## src/rtl/lpm_pkg.sv

```systemverilog
package lpm_pkg;

    typedef enum logic [1:0] {
        MODE_NREQ    = 2'd0,
        MODE_NORMAL  = 2'd1,
        MODE_STANDBY = 2'd2,
        MODE_STOP    = 2'd3
    } mode_t;

    localparam logic [1:0] CMD_NORMAL  = 2'd1;
    localparam logic [1:0] CMD_STANDBY = 2'd2;
    localparam logic [1:0] CMD_STOP    = 2'd3;

endpackage

```

## src/rtl/lpm_cs_edges.sv

```systemverilog
module lpm_cs_edges (
    input  logic clk,
    input  logic rst_n,
    input  logic cs_n,
    output logic rise,
    output logic fall
);
    logic prev_q;

    always_ff @(posedge clk or negedge rst_n) begin
        if (!rst_n) prev_q <= 1'b1;
        else        prev_q <= cs_n;
    end

    assign rise = !prev_q && cs_n;
    assign fall = prev_q && !cs_n;

    assert_edges_exclusive_R3: assert property (@(posedge clk) disable iff (!rst_n)
        !(rise && fall));
endmodule

```

## src/rtl/lpm_tick_filter.sv

```systemverilog
module lpm_tick_filter #(
    parameter int TICKS = 40
) (
    input  logic clk,
    input  logic rst_n,
    input  logic level,
    input  logic tick,
    output logic fire
);
    localparam int CW = (TICKS > 1) ? $clog2(TICKS) : 1;
    localparam logic [CW-1:0] LAST = CW'(TICKS - 1);

    logic [CW-1:0] cnt_q;

    assign fire = level && tick && (cnt_q == LAST);

    always_ff @(posedge clk or negedge rst_n) begin
        if (!rst_n)          cnt_q <= '0;
        else if (!level)     cnt_q <= '0;
        else if (fire)       cnt_q <= '0;
        else if (tick)       cnt_q <= cnt_q + 1'b1;
    end

    assert_cnt_clears_on_drop_R7: assert property (@(posedge clk) disable iff (!rst_n)
        !level |=> cnt_q == '0);
endmodule

```

## src/rtl/lpm_tick_timer.sv

```systemverilog
module lpm_tick_timer #(
    parameter int TICKS = 20
) (
    input  logic clk,
    input  logic rst_n,
    input  logic load,
    input  logic tick,
    output logic busy
);
    localparam int CW = $clog2(TICKS + 1);

    logic [CW-1:0] cnt_q;

    always_ff @(posedge clk or negedge rst_n) begin
        if (!rst_n)                    cnt_q <= '0;
        else if (load)                 cnt_q <= CW'(TICKS);
        else if (tick && cnt_q != '0)  cnt_q <= cnt_q - 1'b1;
    end

    assign busy = (cnt_q != '0);

    assert_load_locks_R9: assert property (@(posedge clk) disable iff (!rst_n)
        load |=> busy);
endmodule

```

## src/rtl/lpm_reset_stretch.sv

```systemverilog
module lpm_reset_stretch #(
    parameter int CYCLES = 4
) (
    input  logic clk,
    input  logic rst_n,
    input  logic trigger,
    output logic req
);
    localparam int CW = $clog2(CYCLES + 1);

    logic [CW-1:0] cnt_q;

    always_ff @(posedge clk or negedge rst_n) begin
        if (!rst_n)              cnt_q <= CW'(CYCLES);
        else if (trigger)        cnt_q <= CW'(CYCLES);
        else if (cnt_q != '0)    cnt_q <= cnt_q - 1'b1;
    end

    assign req = (cnt_q != '0);

    assert_trigger_requests_R6: assert property (@(posedge clk) disable iff (!rst_n)
        trigger |=> req);
endmodule

```

## src/rtl/lpm_sequencer.sv

```systemverilog
module lpm_sequencer
    import lpm_pkg::*;
#(
    parameter int DEGLITCH_TICKS = 40,
    parameter int LOCKOUT_TICKS  = 20,
    parameter int RST_CYCLES     = 4
) (
    input  logic       clk,
    input  logic       rst_n,
    input  logic       cmd_valid,
    input  logic [1:0] cmd_mode,
    input  logic       spi_cs_n,
    input  logic       ocp_in,
    input  logic       wdg_en,
    input  logic       wdg_expired,
    input  logic       tick_us,
    output logic [1:0] mode_o,
    output logic       stop_o,
    output logic       rst_req_o,
    output logic       irq_o
);
    mode_t state_q, state_d;
    logic  pend_q, pend_d;
    logic  stop_q, irq_q;

    logic cs_rise, cs_fall;
    logic ocp_fire;
    logic locked;
    logic cmd_ok, cs_rise_ok, cs_fall_ok;
    logic in_stop;
    logic wake_wdg, wake_ocp, wake_cs;

    assign in_stop = (state_q == MODE_STOP);

    lpm_cs_edges u_edges (
        .clk   (clk),
        .rst_n (rst_n),
        .cs_n  (spi_cs_n),
        .rise  (cs_rise),
        .fall  (cs_fall)
    );

    lpm_tick_filter #(.TICKS(DEGLITCH_TICKS)) u_ocp_filter (
        .clk   (clk),
        .rst_n (rst_n),
        .level (ocp_in && in_stop),
        .tick  (tick_us),
        .fire  (ocp_fire)
    );

    lpm_tick_timer #(.TICKS(LOCKOUT_TICKS)) u_lockout (
        .clk   (clk),
        .rst_n (rst_n),
        .load  (wake_ocp),
        .tick  (tick_us),
        .busy  (locked)
    );

    lpm_reset_stretch #(.CYCLES(RST_CYCLES)) u_rst (
        .clk     (clk),
        .rst_n   (rst_n),
        .trigger (wake_wdg),
        .req     (rst_req_o)
    );

    assign cmd_ok     = cmd_valid && !locked;
    assign cs_rise_ok = cs_rise && !locked;
    assign cs_fall_ok = cs_fall && !locked;

    assign wake_wdg = in_stop && wdg_en && wdg_expired;
    assign wake_ocp = in_stop && !wake_wdg && ocp_fire;
    assign wake_cs  = in_stop && !wake_wdg && !ocp_fire && cs_fall_ok;

    always_comb begin
        state_d = state_q;
        pend_d  = pend_q;
        unique case (state_q)
            MODE_NREQ: begin
                pend_d = 1'b0;
                if (cmd_ok && cmd_mode == CMD_NORMAL)       state_d = MODE_NORMAL;
                else if (cmd_ok && cmd_mode == CMD_STANDBY) state_d = MODE_STANDBY;
            end
            MODE_NORMAL, MODE_STANDBY: begin
                if (cmd_ok && cmd_mode == CMD_NORMAL) begin
                    state_d = MODE_NORMAL;
                    pend_d  = 1'b0;
                end else if (cmd_ok && cmd_mode == CMD_STANDBY) begin
                    state_d = MODE_STANDBY;
                    pend_d  = 1'b0;
                end else if (pend_q && cs_rise_ok) begin
                    state_d = MODE_STOP;
                    pend_d  = 1'b0;
                end else if (cmd_ok && cmd_mode == CMD_STOP) begin
                    pend_d  = 1'b1;
                end
            end
            MODE_STOP: begin
                pend_d = 1'b0;
                if (wake_wdg || wake_ocp || wake_cs) state_d = MODE_NREQ;
            end
            default: begin
                state_d = MODE_NREQ;
                pend_d  = 1'b0;
            end
        endcase
    end

    always_ff @(posedge clk or negedge rst_n) begin
        if (!rst_n) begin
            state_q <= MODE_NREQ;
            pend_q  <= 1'b0;
        end else begin
            state_q <= state_d;
            pend_q  <= pend_d;
        end
    end

    always_ff @(posedge clk or negedge rst_n) begin
        if (!rst_n) begin
            stop_q <= 1'b0;
            irq_q  <= 1'b0;
        end else begin
            stop_q <= (state_d == MODE_STOP);
            irq_q  <= wake_ocp;
        end
    end

    assign mode_o = state_q;
    assign stop_o = stop_q;
    assign irq_o  = irq_q;

    assert_stop_flag_matches_R3: assert property (@(posedge clk) disable iff (!rst_n)
        stop_o == (mode_o == MODE_STOP));

    assert_stop_only_on_cs_rise_R3: assert property (@(posedge clk) disable iff (!rst_n)
        (state_q != MODE_STOP && state_d == MODE_STOP) |-> cs_rise);

    assert_no_stop_from_nreq_R4: assert property (@(posedge clk) disable iff (!rst_n)
        state_q == MODE_NREQ |=> state_q != MODE_STOP);

    assert_wdg_wake_R6: assert property (@(posedge clk) disable iff (!rst_n)
        (in_stop && wdg_en && wdg_expired) |=> (state_q == MODE_NREQ && rst_req_o));

    assert_irq_single_R8: assert property (@(posedge clk) disable iff (!rst_n)
        irq_o |=> !irq_o);

    assert_lockout_holds_R9: assert property (@(posedge clk) disable iff (!rst_n)
        (locked && state_q == MODE_NREQ) |=> state_q == MODE_NREQ);
endmodule

```

## config.mk

```make
export PLATFORM = sky130hd
export DESIGN_NAME = lpm_sequencer
export DESIGN_NICKNAME = d
export VERILOG_FILES = /design/src/rtl/lpm_pkg.sv /design/src/rtl/lpm_cs_edges.sv /design/src/rtl/lpm_tick_filter.sv /design/src/rtl/lpm_tick_timer.sv /design/src/rtl/lpm_reset_stretch.sv /design/src/rtl/lpm_sequencer.sv
export SDC_FILE = /design/constraint.sdc
export NUM_CORES = 1
export LEC_CHECK = 0
export ABC_AREA = 1
export BUFFER_PORTS_ARGS = -buffer_cell sky130_fd_sc_hd__buf_4
export CORE_MARGIN = 3
export CORE_UTILIZATION = 55
export DETAILED_ROUTE_END_ITERATION = 10
export HOLD_SLACK_MARGIN = 0.02
export PLACE_DENSITY_LB_ADDON = 0.3
export SLEW_MARGIN = 40
export SYNTH_ARGS = -nofsm -noshare
export SYNTH_HDL_FRONTEND = slang
export SYNTH_SLANG_ARGS = --single-unit
```

## constraint.sdc

```tcl
create_clock -name clk -period 2.9 [get_ports clk]
set_input_delay 0.29 -clock clk [delete_from_list [all_inputs] [get_ports clk]]
set_output_delay 0.29 -clock clk [all_outputs]
set_load 0.03 [all_outputs]
```

# Word-level counts from Yosys, hierarchy flattened
# Index checks and enable logic that the tools add are counted.
# classes
eq_ne,10
n_reduce_logical,33
addsub,3
muxes,19
# ops
cell,n
logical AND 1 bit,19
two-way mux 6 bit,3
two-way mux 2 bit,6
"equality test 2 bit, second input constant",5
two-way mux 5 bit,2
"adder 6 x 1 -> 6 bit, second input constant",1
"equality test 6 bit, second input constant",1
two-way mux 3 bit,2
case mux 2 bit (3 select lines),1
logical NOT 1 bit,5
"!= test 5 bit, second input constant",1
nonzero test 5 bit,1
"subtractor 5 x 1 -> 5 bit, second input constant",1
"equality test 2 x 1 -> 1 bit, second input constant",2
two-way mux 1 bit,4
nonzero test 2 bit,2
OR reduction 2 bit,2
"!= test 3 bit, second input constant",1
nonzero test 3 bit,1
"subtractor 3 x 1 -> 3 bit, second input constant",1
logical NOT 2 bit,1
logical OR 1 bit,2
case mux 1 bit (2 select lines),1
# word_totals
elab_cells,73
output_inout_bits,5
input_bits,10
reg_bits,20

# Longest topological paths before layout
# logic_depth
ltp_word,11
ltp_mapped,11
depth_no_buf,11

# By module
# Synthesis repeated with hierarchy kept, for this count alone.
# hier_totals
cells_unflattened,165
area_unflattened_um2,1199.9
# by_module_without_submodules
module,area_each_um2,cells_each,n_inst,seq_area_each_um2
lpm_tick_filter,351.6,48,1,150.1
lpm_sequencer,350.3,53,1,125.1
lpm_tick_timer,281.5,37,1,125.1
lpm_reset_stretch,175.2,22,1,76.3
lpm_cs_edges,41.3,5,1,26.3

# Worst setup path after synthesis
# OpenSTA, ideal clock, no wires.
# synth_path
path_kind,flip-flop to flip-flop
start,"register state_q[0], in the netlist mode_o[0]"
end,"register stop_q, in the netlist stop_o"
arrival_ps,1447
t_required_ps,2785
path_buffers,0
slack_ps,1338
period_less_slack_ps,1562
path_stages_with_launch,9
setup_time_ps,115
path_cell_list,dfrtp_1 > ha_1 > nand3_2 > nor2_4 > nand2_4 > nand3_2 > nand2_2 > nor2_4 > nor2_2
# synth_via
elab_chain_len,11
word_cells_on_any_way,26
cone_classes,eq/ne (4); mux (7); reduce/logical (15)
# synth_lines
element,line_no,source
start: declaration,lpm_sequencer.sv:22,"mode_t state_q, state_d;"
start signal: assignment,lpm_sequencer.sv:113,state_q <= state_d;
equality test 2 bit,"lpm_sequencer.sv:33, lpm_sequencer.sv:77",
logical AND 1 bit (on tied branches),"lpm_sequencer.sv:70, lpm_sequencer.sv:46",
logical AND 1 bit (on tied branches),"lpm_sequencer.sv:70, lpm_tick_filter.sv:15",
logical NOT 1 bit / logical AND 1 bit (equally long branches),"lpm_sequencer.sv:71, lpm_sequencer.sv:72, lpm_tick_filter.sv:15",
logical AND 1 bit / logical NOT 1 bit (equally long branches),"lpm_sequencer.sv:71, lpm_sequencer.sv:72",
logical AND 1 bit (on tied branches),"lpm_sequencer.sv:71, lpm_sequencer.sv:72",
logical OR 1 bit / logical AND 1 bit (equally long branches),"lpm_sequencer.sv:99, lpm_sequencer.sv:72",
logical OR 1 bit,lpm_sequencer.sv:99,if (wake_wdg || wake_ocp || wake_cs) state_d = MODE_NREQ;
two-way mux 2 bit,lpm_sequencer.sv:99,
case mux 2 bit (3 select lines) *,lpm_sequencer.sv:77,unique case (state_q)
equality test 2 bit *,lpm_sequencer.sv:123,stop_q <= (state_d == MODE_STOP);
end signal: assignment,lpm_sequencer.sv:123,
end: declaration,lpm_sequencer.sv:24,"logic stop_q, irq_q;"
# Mark *: on every way between the ends. The rest lies on a longest branch, timed or not.
# A chain may end at the register's enable or synchronous reset.

# Final worst setup path
# layout_path
start,register u_rst.cnt_q[0]
end,output port rst_req_o
# layout_via
elab_chain_len,1
# layout_lines
element,line_no,source
start: declaration,lpm_reset_stretch.sv:11,logic [CW-1:0] cnt_q;
start signal: assignment,lpm_reset_stretch.sv:14,if (!rst_n) cnt_q <= CW'(CYCLES);
start signal: assignment,lpm_reset_stretch.sv:15,else if (trigger) cnt_q <= CW'(CYCLES);
start signal: assignment,lpm_reset_stretch.sv:16,else if (cnt_q != '0) cnt_q <= cnt_q - 1'b1;
nonzero test 3 bit,lpm_reset_stretch.sv:19,assign req = (cnt_q != '0);
end: declaration,lpm_sequencer.sv:19,"output logic rst_req_o,"
# No other way between the ends.

==> flow_metrics.tcl <==
set metrics [dict create \
    portBuffers 14 \
    rr_startpoint "mode_o[0]$_DFF_PN0_" \
    areaGrowthSynthToFinish_pct 16.4 \
    grt.total_usage_pct 19.0 \
    fmax_ghz 0.629 \
    gp_congestion 0.909 \
    r2r_end "stop_o$_DFF_PN0_" \
    cpPeakStageDelay_ns 0.39 \
    die_w_um 53.2 \
    drt-pass1-iter-count 4 \
    p_per_area_mw_per_mm2 732 \
    cap_viol_max_count 0 \
    slew_violations 0 \
    worst_pin_slew_ns 0.305 \
    drc 0 \
    die_area_sq_mm 0.00283 \
    num_io_pins 15 \
    clkSinkCount 20 \
    grt_pass1_wl_um 3920 \
    status "completed" \
    worstPathRequired_ns 2.61 \
    path_max_fanout 6 \
    drt_iter0_drc 14 \
    period_minus_slack_ns 1.59 \
    hpwl_um 1740 \
    grt_remaining_overflow 0 \
    hold_violations 0 \
    rsz0062_at_grt "no" \
    syn_avg_cell_area_sq_um 8.12 \
    cts-buffers-inserted 3 \
    multi_input_area_sq_um 611 \
    critPathKind "register to output pin" \
    worst_path_max_delay_cell "dfrtp_1" \
    die_h_um 53.2 \
    postRouteAntennaNets 0 \
    path_clk_slew_ns 0.12 \
    rows 16 \
    grt_max_degree 21 \
    ys_ff_latch 20 \
    cp.arrival_ns 1.30 \
    clockBufferDepth 2 \
    post_cts_buffers 0 \
    antenna_found_initial 0 \
    start_kind "register" \
    fin_tns_setup_ns 0 \
    min_path_type "primary input to register" \
    synth_cell_types 26 \
    start_util_pct 60.0 \
    reg2reg_setup_slack_ns 1.36 \
    htreeDepth 1 \
    dp.cells 192 \
    netlist_instances 151 \
    holdPathEnd "u_edges.prev_q$_DFF_PN1_" \
    cts_tree "yes" \
    drt_wl_total_um 2240 \
    end_kind "output pin" \
    leakagePower_nw 0.697 \
    coreArea_sq_mm 0.00204 \
    regArea_sq_um 503 \
    yosysSeqAreaShare_pct 41.0 \
    syn_area_sq_mm 0.00123 \
    drive_above_1_share_pct 27.1 \
    period_share_pct 54.8 \
    viasPerCell 5.16 \
    clock-root-buffer "clkbuf_4" \
    worstRegToRegCells 8 \
    postCtsHoldBufs 1 \
    post_drt_wl_per_cell_um 11.4 \
    irDropWorstVdd_v 0.000517 \
    num_vias 1017 \
    grt_pass1_vias 955 \
    holdCritStartpoint "spi_cs_n" \
    cts.repair.resized 0 \
    setup_viol 0 \
    nFillCells 179 \
    hold_depth 1 \
    nNetsFinal 188 \
    skew_ns 0.00329 \
    power.total_w 0.00104 \
    crit_chain "inv_1 > ha_1 > nand2_1 > buf_4" \
    final_cells 197 \
    clock_latency_ns 0.30 \
    yosysWarnings 0 \
    n_antenna_cell 0 \
    synth_nets 168 \
    slew_headroom_pct 79.6 \
]
==> where the power goes <==
| group | switching, W | internal (W) | total, W |
|---|---|---|---|
| logic | 0.000253 | 0.000157 | 0.000410 |
| registers | 0.0000533 | 0.000354 | 0.000407 |
| clock network | 0.0000883 | 0.000140 | 0.000228 |
| total | 0.000394 | 0.000651 | 0.00104 |
==> worst max-delay path by stage <==
stage,start,end,slack [ns]
CTS,u_rst.cnt_q[0]$_DFFE_PN0P_,rst_req_o,1.30
finish,u_rst.cnt_q[0]$_DFFE_PN0P_,rst_req_o,1.31
floorplan,mode_o[0]$_DFF_PN0_,stop_o$_DFF_PN0_,1.34
global placement,mode_o[0]$_DFF_PN0_,stop_o$_DFF_PN0_,1.36
detailed placement,mode_o[0]$_DFF_PN0_,stop_o$_DFF_PN0_,1.36
global route,u_rst.cnt_q[0]$_DFFE_PN0P_,rst_req_o,1.21
==> cell usage in the layout (no fill, tap or decap), drive strengths merged <==
cell and count:
a211oi 2, a21oi 3, a22oi 1, buf 14
bufinv 1, clkbuf 3, dfrtp 18, dfstp 2
dlygate4sd3 1, ha 7, inv 30, nand2 24
nand3 15, nand3b 1, nand4 2, nor2 26
nor3 5, nor3b 1, o21ai 11, o22ai 1
o31ai 1, xor2 1
==> cell usage after synthesis <==
cell type / n / share of area (%)
nand3_1: 11 / 4.5
dfrtp_1: 18 / 37
a211oi_2: 1 / 1.0
nor2_4: 5 / 4.6
nand3b_1: 1 / 0.61
ha_1: 7 / 7.1
o21ai_1: 3 / 1.2
inv_1: 23 / 7.0
nor3_1: 5 / 2.0
xor2_1: 1 / 0.71
nand2_1: 18 / 5.5
a21oi_1: 3 / 1.2
nor3b_2: 1 / 1.0
nand2_4: 1 / 0.92
nor2_1: 19 / 5.8
inv_2: 7 / 2.1
dfstp_2: 2 / 4.3
o21ai_0: 8 / 3.3
nand3_2: 4 / 3.3
nand2_2: 5 / 2.6
a22oi_1: 1 / 0.61
nor2_2: 2 / 1.0
a211oi_1: 1 / 0.61
o31ai_1: 1 / 0.61
o22ai_1: 1 / 0.51
nand4_1: 2 / 1.0
==> worst max-delay path, delay by kind of cell, from the launching register on <==
kind | cells | cell delay [ns]
buffers and inverters | 2 | 0.26
flip-flops | 1 | 0.39
adder cells (fa/ha/maj) | 1 | 0.20
AND/OR/NAND/NOR | 1 | 0.16
==> layout make-up <==
cell class / count / share of cell area (%)
Tap cell: 27 / 2.37
Timing Repair Buffer: 15 / 8.06
Clock inverter: 1 / 2.10
Clock buffer: 3 / 1.58
Inverter: 30 / 7.89
Sequential cell: 20 / 35.2
Multi-Input combinational cell: 101 / 42.8
==> layer usage <==
layer	vias up	track usage [%]	wire length, um
met5	-	0	0
met4	0	5.11	10
met3	2	3.38	73
met2	17	32.7	1160
met1	477	24.2	994
li1	521	-	-
==> kinds of logic after synthesis <==
family / Yosys count / synth area share [%]
compound gates: 19 / 9.08
simple gates: 74 / 32.9
fa+ha+maj: 7 / 7.14
xor+xnor: 1 / 0.714
buf+inv: 30 / 9.18
flops: 20 / 41.0
==> per-stage QoR <==
step / utilization [%] / setup WS (ns) / area (sq um) / hold slack, ns
detailed placement: 66.9 / 1.36 / 1370 / 0.184
finish: 69.9 / 1.31 / 1430 / 0.104
global placement: 66.9 / 1.36 / 1370 / 0.183
CTS: 69.9 / 1.30 / 1430 / 0.0942
global route: 69.9 / 1.21 / 1430 / 0.0860
floorplan: - / 1.34 / 1230 / -0.00559
==> state kept, by name, indices dropped and copies added, names as in the netlist <==
register	flops
irq_o	1
mode_o	2
pend_q	1
stop_o	1
u_edges.prev_q	1
u_lockout.cnt_q	5
u_ocp_filter.cnt_q	6
u_rst.cnt_q	3
No activity file was read; power rests on OpenSTA's default activity.
